==> src/rtl/clkdiv_pkg.sv <==
package clkdiv_pkg;

  // Width of the ratio code; the half-period counter shares it.
  localparam int FIELD_W = 4;
  localparam int HALF_W  = FIELD_W;
  localparam logic [FIELD_W-1:0] CODE_UNDIV = {FIELD_W{1'b1}};

  typedef enum logic [1:0] {
    SRC_BYPASS = 2'd0,
    SRC_FAST   = 2'd1,
    SRC_DIV    = 2'd2
  } src_e;

  typedef struct packed {
    src_e              src;
    logic [HALF_W-1:0] half;  // fast cycles per output phase when divided
  } clkcfg_t;

  localparam clkcfg_t CFG_RESET = '{src: SRC_BYPASS, half: HALF_W'(1)};

  // Ratio code -> half period. The all-ones code means "no division".
  function automatic logic [HALF_W-1:0] code_to_half(input logic [FIELD_W-1:0] code);
    return (code == CODE_UNDIV) ? HALF_W'(1) : HALF_W'(code + 1'b1);
  endfunction

  function automatic clkcfg_t decode_cfg(input logic pll_on,
                                         input logic [1:0] sel,
                                         input logic [FIELD_W-1:0] code);
    clkcfg_t c;
    c.half = code_to_half(code);
    if (!(pll_on && sel == 2'b11)) c.src = SRC_BYPASS;
    else if (code == CODE_UNDIV)   c.src = SRC_FAST;
    else                           c.src = SRC_DIV;
    return c;
  endfunction

endpackage

==> src/rtl/clkdiv_decode.sv <==
module clkdiv_decode
  import clkdiv_pkg::*;
#(
  parameter int MODE_W    = 32,
  parameter int EN_BIT    = 24,
  parameter int SEL_LSB   = 0,
  parameter int FIELD_LSB = 4
) (
  input  logic [MODE_W-1:0] mode_word,
  output clkcfg_t           cfg
);

  logic               pll_on;
  logic [1:0]         sel;
  logic [FIELD_W-1:0] code;

  assign pll_on = mode_word[EN_BIT];
  assign sel    = mode_word[SEL_LSB +: 2];
  assign code   = mode_word[FIELD_LSB +: FIELD_W];
  assign cfg    = decode_cfg(pll_on, sel, code);

  // The half period must never be zero, or the counter would never wrap.
  always_comb begin
    assert_half_nonzero_R4: assert (cfg.half != '0);
  end

endmodule

==> src/rtl/clkdiv_shadow.sv <==
module clkdiv_shadow
  import clkdiv_pkg::*;
(
  input  logic    clk,
  input  logic    rst,
  input  logic    load,
  input  clkcfg_t cfg_in,
  input  logic    boundary,   // current output period has just completed
  output clkcfg_t cur_cfg,
  output clkcfg_t pend_cfg,
  output logic    apply_evt,
  output logic    active
);

  logic pend_valid;

  assign apply_evt = pend_valid && boundary;

  always_ff @(posedge clk) begin
    if (rst) begin
      cur_cfg    <= CFG_RESET;
      pend_cfg   <= CFG_RESET;
      pend_valid <= 1'b0;
      active     <= 1'b0;
    end else begin
      if (apply_evt) cur_cfg <= pend_cfg;
      if (load) begin
        // A later load overwrites whatever is still waiting.
        pend_cfg   <= cfg_in;
        pend_valid <= 1'b1;
        active     <= 1'b0;
      end else if (apply_evt) begin
        pend_valid <= 1'b0;
        active     <= 1'b1;
      end
    end
  end

  assert_reset_bypass_R1: assert property (@(posedge clk)
    $past(rst) |-> (cur_cfg.src == SRC_BYPASS && !active));

  assert_load_drops_active_R6: assert property (@(posedge clk) disable iff (rst)
    load |=> !active);

  assert_active_from_pending_R6: assert property (@(posedge clk) disable iff (rst)
    $rose(active) |-> $past(pend_valid));

endmodule

==> src/rtl/clkdiv_toggle.sv <==
module clkdiv_toggle
  import clkdiv_pkg::*;
(
  input  logic    clk,
  input  logic    rst,
  input  clkcfg_t cur_cfg,
  input  clkcfg_t nxt_cfg,
  input  logic    apply_evt,
  output logic    div_q,
  output logic    boundary
);

  logic [HALF_W-1:0] cnt;
  logic              phase_end;
  logic              is_div;

  assign is_div    = (cur_cfg.src == SRC_DIV);
  assign phase_end = (cnt == cur_cfg.half - HALF_W'(1));
  // Undivided outputs have no phase to protect; divided ones switch after low.
  assign boundary  = is_div ? (phase_end && !div_q) : 1'b1;

  always_ff @(posedge clk) begin
    if (rst) begin
      cnt   <= '0;
      div_q <= 1'b0;
    end else if (apply_evt) begin
      cnt   <= '0;
      div_q <= (nxt_cfg.src == SRC_DIV);
    end else if (is_div) begin
      if (phase_end) begin
        cnt   <= '0;
        div_q <= ~div_q;
      end else begin
        cnt <= cnt + HALF_W'(1);
      end
    end else begin
      cnt   <= '0;
      div_q <= 1'b0;
    end
  end

  assert_cnt_below_half_R4: assert property (@(posedge clk) disable iff (rst)
    is_div |-> (cnt < cur_cfg.half));

  assert_idle_when_undivided_R3: assert property (@(posedge clk) disable iff (rst)
    !is_div |-> (!div_q && cnt == '0));

  assert_first_phase_high_R5: assert property (@(posedge clk) disable iff (rst)
    (apply_evt && nxt_cfg.src == SRC_DIV) |=> (div_q && cnt == '0));

  assert_toggle_after_full_phase_R4: assert property (@(posedge clk) disable iff (rst)
    (is_div && !apply_evt && cnt != cur_cfg.half - HALF_W'(1)) |=> $stable(div_q));

endmodule

==> src/rtl/clk_postdiv.sv <==
module clk_postdiv
  import clkdiv_pkg::*;
#(
  parameter int MODE_W    = 32,
  parameter int EN_BIT    = 24,
  parameter int SEL_LSB   = 0,
  parameter int FIELD_LSB = 4
) (
  input  logic              fast_clk,
  input  logic              byp_clk,
  input  logic              rst,
  input  logic [MODE_W-1:0] cfg_word,
  input  logic              cfg_load,
  output logic              clk_out,
  output logic              cfg_active
);

  clkcfg_t dec_cfg;
  clkcfg_t cur_cfg;
  clkcfg_t pend_cfg;
  logic    apply_evt;
  logic    boundary;
  logic    div_q;

  clkdiv_decode #(
    .MODE_W(MODE_W), .EN_BIT(EN_BIT), .SEL_LSB(SEL_LSB), .FIELD_LSB(FIELD_LSB)
  ) u_decode (
    .mode_word(cfg_word),
    .cfg      (dec_cfg)
  );

  clkdiv_shadow u_shadow (
    .clk      (fast_clk),
    .rst      (rst),
    .load     (cfg_load),
    .cfg_in   (dec_cfg),
    .boundary (boundary),
    .cur_cfg  (cur_cfg),
    .pend_cfg (pend_cfg),
    .apply_evt(apply_evt),
    .active   (cfg_active)
  );

  clkdiv_toggle u_toggle (
    .clk      (fast_clk),
    .rst      (rst),
    .cur_cfg  (cur_cfg),
    .nxt_cfg  (pend_cfg),
    .apply_evt(apply_evt),
    .div_q    (div_q),
    .boundary (boundary)
  );

  always_comb begin
    unique case (cur_cfg.src)
      SRC_FAST: clk_out = fast_clk;
      SRC_DIV:  clk_out = div_q;
      default:  clk_out = byp_clk;
    endcase
  end

  // Apply from a divided source only after its output has gone low.
  assert_switch_after_low_R5: assert property (@(posedge fast_clk) disable iff (rst)
    (apply_evt && cur_cfg.src == SRC_DIV) |-> !clk_out);

endmodule

==> config.mk <==
export PLATFORM = sky130hd
export DESIGN_NAME = clk_postdiv
export DESIGN_NICKNAME = d
export VERILOG_FILES = /design/src/rtl/clkdiv_pkg.sv /design/src/rtl/clkdiv_decode.sv /design/src/rtl/clkdiv_shadow.sv /design/src/rtl/clkdiv_toggle.sv /design/src/rtl/clk_postdiv.sv
export SDC_FILE = /design/constraint.sdc
export NUM_CORES = 1
export LEC_CHECK = 0
export BUFFER_PORTS_ARGS = -buffer_cell sky130_fd_sc_hd__buf_2
export CORE_MARGIN = 2
export CORE_UTILIZATION = 51
export DETAILED_ROUTE_END_ITERATION = 10
export GPL_TIMING_DRIVEN = 0
export HOLD_SLACK_MARGIN = 0.1
export PLACE_DENSITY = 0.83
export SETUP_SLACK_MARGIN = 0.1
export SYNTH_ARGS = -nofsm -noshare
export SYNTH_HDL_FRONTEND = slang
export SYNTH_SLANG_ARGS = --single-unit
==> constraint.sdc <==
create_clock -name fast_clk -period 5.3 [get_ports fast_clk]
set_clock_uncertainty 0.2 [all_clocks]
set_input_delay 0.265 -clock fast_clk [delete_from_list [all_inputs] [get_ports fast_clk]]
set_output_delay 0.265 -clock fast_clk [all_outputs]
set_load 0.005 [all_outputs]
==> out/metrics.yaml <==
outcome: "finished clean"
netlist_top_cells_count: "dfxtp_1 (19), nand2b_1 (11), nor2_1 (11)"
area_growth_pct: 22.76
grt_pass1_wl_um: 2911
synthCells: 108
synth-edff-count: 0
io_pins: 38
cap_violations: 0
reg2reg_from: "u_shadow.cur_cfg[0]"
gr-max-usage-layer: "met2"
yosysMostFrequentCell: "dfxtp_1"
die_y_um: 48.05
core_um2: 1783
drt_first_pass_iters: 4
rows: 15
yosysTopAreaCell: "dfxtp_1"
drc: 0
r2r-end: "u_shadow.cur_cfg[4]"
min_to: "u_shadow.pend_cfg[5]"
grt_overflow: 0
port_buffers: 11
cts_tree: "done"
nets: 177
cp.arrival_ns: 3.20
grt_pass1_vias: 764
die_area_um2: 2309
n_antenna_cell: 0
drt-wirelength-per-cell_um: 11.26
crit_path_end_kind: "output pin"
setup_violations: 0
syn_avg_cell_area_um2: 9.164
hpwlAfterDp_um: 1303
slew_viol_final: 0
place_congestion: 0.7947
grt_max_degree: 11
grt_setup_unrepaired: "no"
cts_setup_buffers: 0
yosysSeqAreaShare_pct: 38.43
criticalPathCategory: "clock port to output pin"
final_layout_size_suffix_gt1_share_pct: 14.07
synth_ff_type: "dfxtp_1"
fillers: 145
grt_use_met2_pct: 31.47
cts_resized: 0
cellLeakagePower_nw: 0.4853
tns_ns: 0
hp-start: "cfg_load"
synth_warnings: 0
hold_class: "input pin to flop"
synth.distinct_cells: 29
regToRegSetupSlack_ns: 3.12
viasPerCell: 4.950
ant_nets: 0
clkSlewWorstSetupHoldPaths_ns: 0.10
start_kind: "clock port"
die_x_um: 48.05
hold_viol: 0
synth_nets: 149
synthTopCellsByArea: "dfxtp_1 (38%), mux2i_1 (7.1%), nand2b_1 (7.0%)"
netlist_area_um2: 989.7
required_ns: 4.84
grt_antenna_before_repair: 0
dr_total_vias: 792
finalPower_uw: 293.9
async_flop_share_pct: 0
holdPathStages: 3
use_met1_pct: 20.50
drt_iter0_drc: 11
reg2reg_depth: 6
powerDensity_nw_per_um2: 241.9
tightest_slew_ns: 0.4925
start_util_pct: 55.51
yosys.area.top_type_share_pct: 38.43
wl_um: 1801
ctsHoldBuffers: 9
track_usage_pct: 18.17
path_max_fanout: 2
slew_headroom_pct: 67.17
clock_latency_ns: 0.39
gr-usage-met3_pct: 6.038
ir_drop_mv: 0.1766
synth-seq-cells: 19
cells by family (layout without fill, tap and decap cells):
kind of cell             count (synthesis)  in the layout  share of synthesized area [%]
AO/OA/AOI/OAI                           17             17                          12.77
XOR/XNOR                                 8              8                          8.597
adder cells (fa/ha/maj)                  5              5                          6.321
buffers and inverters                   12             39                          4.551
flip-flops                              19             19                          38.43
multiplexers                             7              7                          7.080
AND/OR/NAND/NOR                         40             40                          22.25
flip-flops by register name, indices dropped and copies added, names as in the netlist:
name	cells
u_shadow.active	1
u_toggle.div_q	1
u_shadow.cur_cfg	6
u_toggle.cnt	4
u_shadow.pend_cfg	6
u_shadow.pend_valid	1
per-stage QoR:
| stage | instances | utilization (%) | instance area, um^2 | setup slack, ns | hold WS (ns) |
|---|---|---|---|---|---|
| after floorplan | 108 | - | 989.7 | 1.969 | 0.2396 |
| after global placement | 144 | 60.35 | 1076 | 1.882 | 0.2453 |
| after detailed placement | 144 | 60.35 | 1076 | 1.882 | 0.2554 |
| after CTS | 160 | 68.14 | 1215 | 1.617 | 0.1001 |
| after global routing | 160 | 68.14 | 1215 | 1.547 | 0.1233 |
| final | 160 | 68.14 | 1215 | 1.639 | 0.1015 |
worst max path at each step:
| stage | from | endpoint | slack [ns] | cells after the start |
|---|---|---|---|---|
| after detailed placement | fast_clk | clk_out | 1.88 | 3 |
| after global placement | fast_clk | clk_out | 1.88 | 3 |
| final | fast_clk | clk_out | 1.64 | 5 |
| after floorplan | fast_clk | clk_out | 1.97 | 2 |
| after global routing | fast_clk | clk_out | 1.55 | 5 |
| after CTS | fast_clk | clk_out | 1.62 | 5 |
power by group:
group	switching (mW)	internal (mW)
clock	0.0471	0.0545
combinational	0.0189	0.0221
sequential	0.00365	0.148
total	0.0696	0.224
critical path: stages:
cell and delay [ns]:
clkbuf_4 0.11, clkbuf_4 0.12, a22oi_1 0.11, o21ai_0 0.08
buf_2 0.12
routing by layer:
| layer | vias up | part of all wire [%] | wire length (um) |
|---|---|---|---|
| met4 | 0 | 0 | 0 |
| met5 | - | 0 | 0 |
| met2 | 12 | 50 | 905 |
| met1 | 359 | 47 | 846 |
| met3 | 0 | 2.7 | 49 |
| li1 | 421 | - | - |
layout make-up:
class                   count  area, um^2  share of cell area (%)
repair buffers             19       140.1                   11.53
inverters                   9       33.78                   2.781
plain buffers               3       11.26                  0.9269
multi-input cells          77       564.3                   46.45
flip-flops and latches     19       380.4                   31.31
well taps                  25       31.28                   2.575
clock buffers               8       53.80                   4.428
cells in the final DEF (no fill, tap or decap), types with 5 or more instances in the layout:
| master | netlist | routed |
|---|---|---|
| clkbuf_4 | 0 | 6 |
| ha_1 | 5 | 5 |
| mux2i_1 | 7 | 7 |
| nand2b_1 | 11 | 11 |
| inv_1 | 9 | 9 |
| dfxtp_1 | 19 | 19 |
| o21ai_0 | 5 | 5 |
| nor2_1 | 11 | 11 |
| buf_2 | 0 | 11 |
| dlygate4sd3_1 | 0 | 9 |
Power figures use the tool's default switching activity.
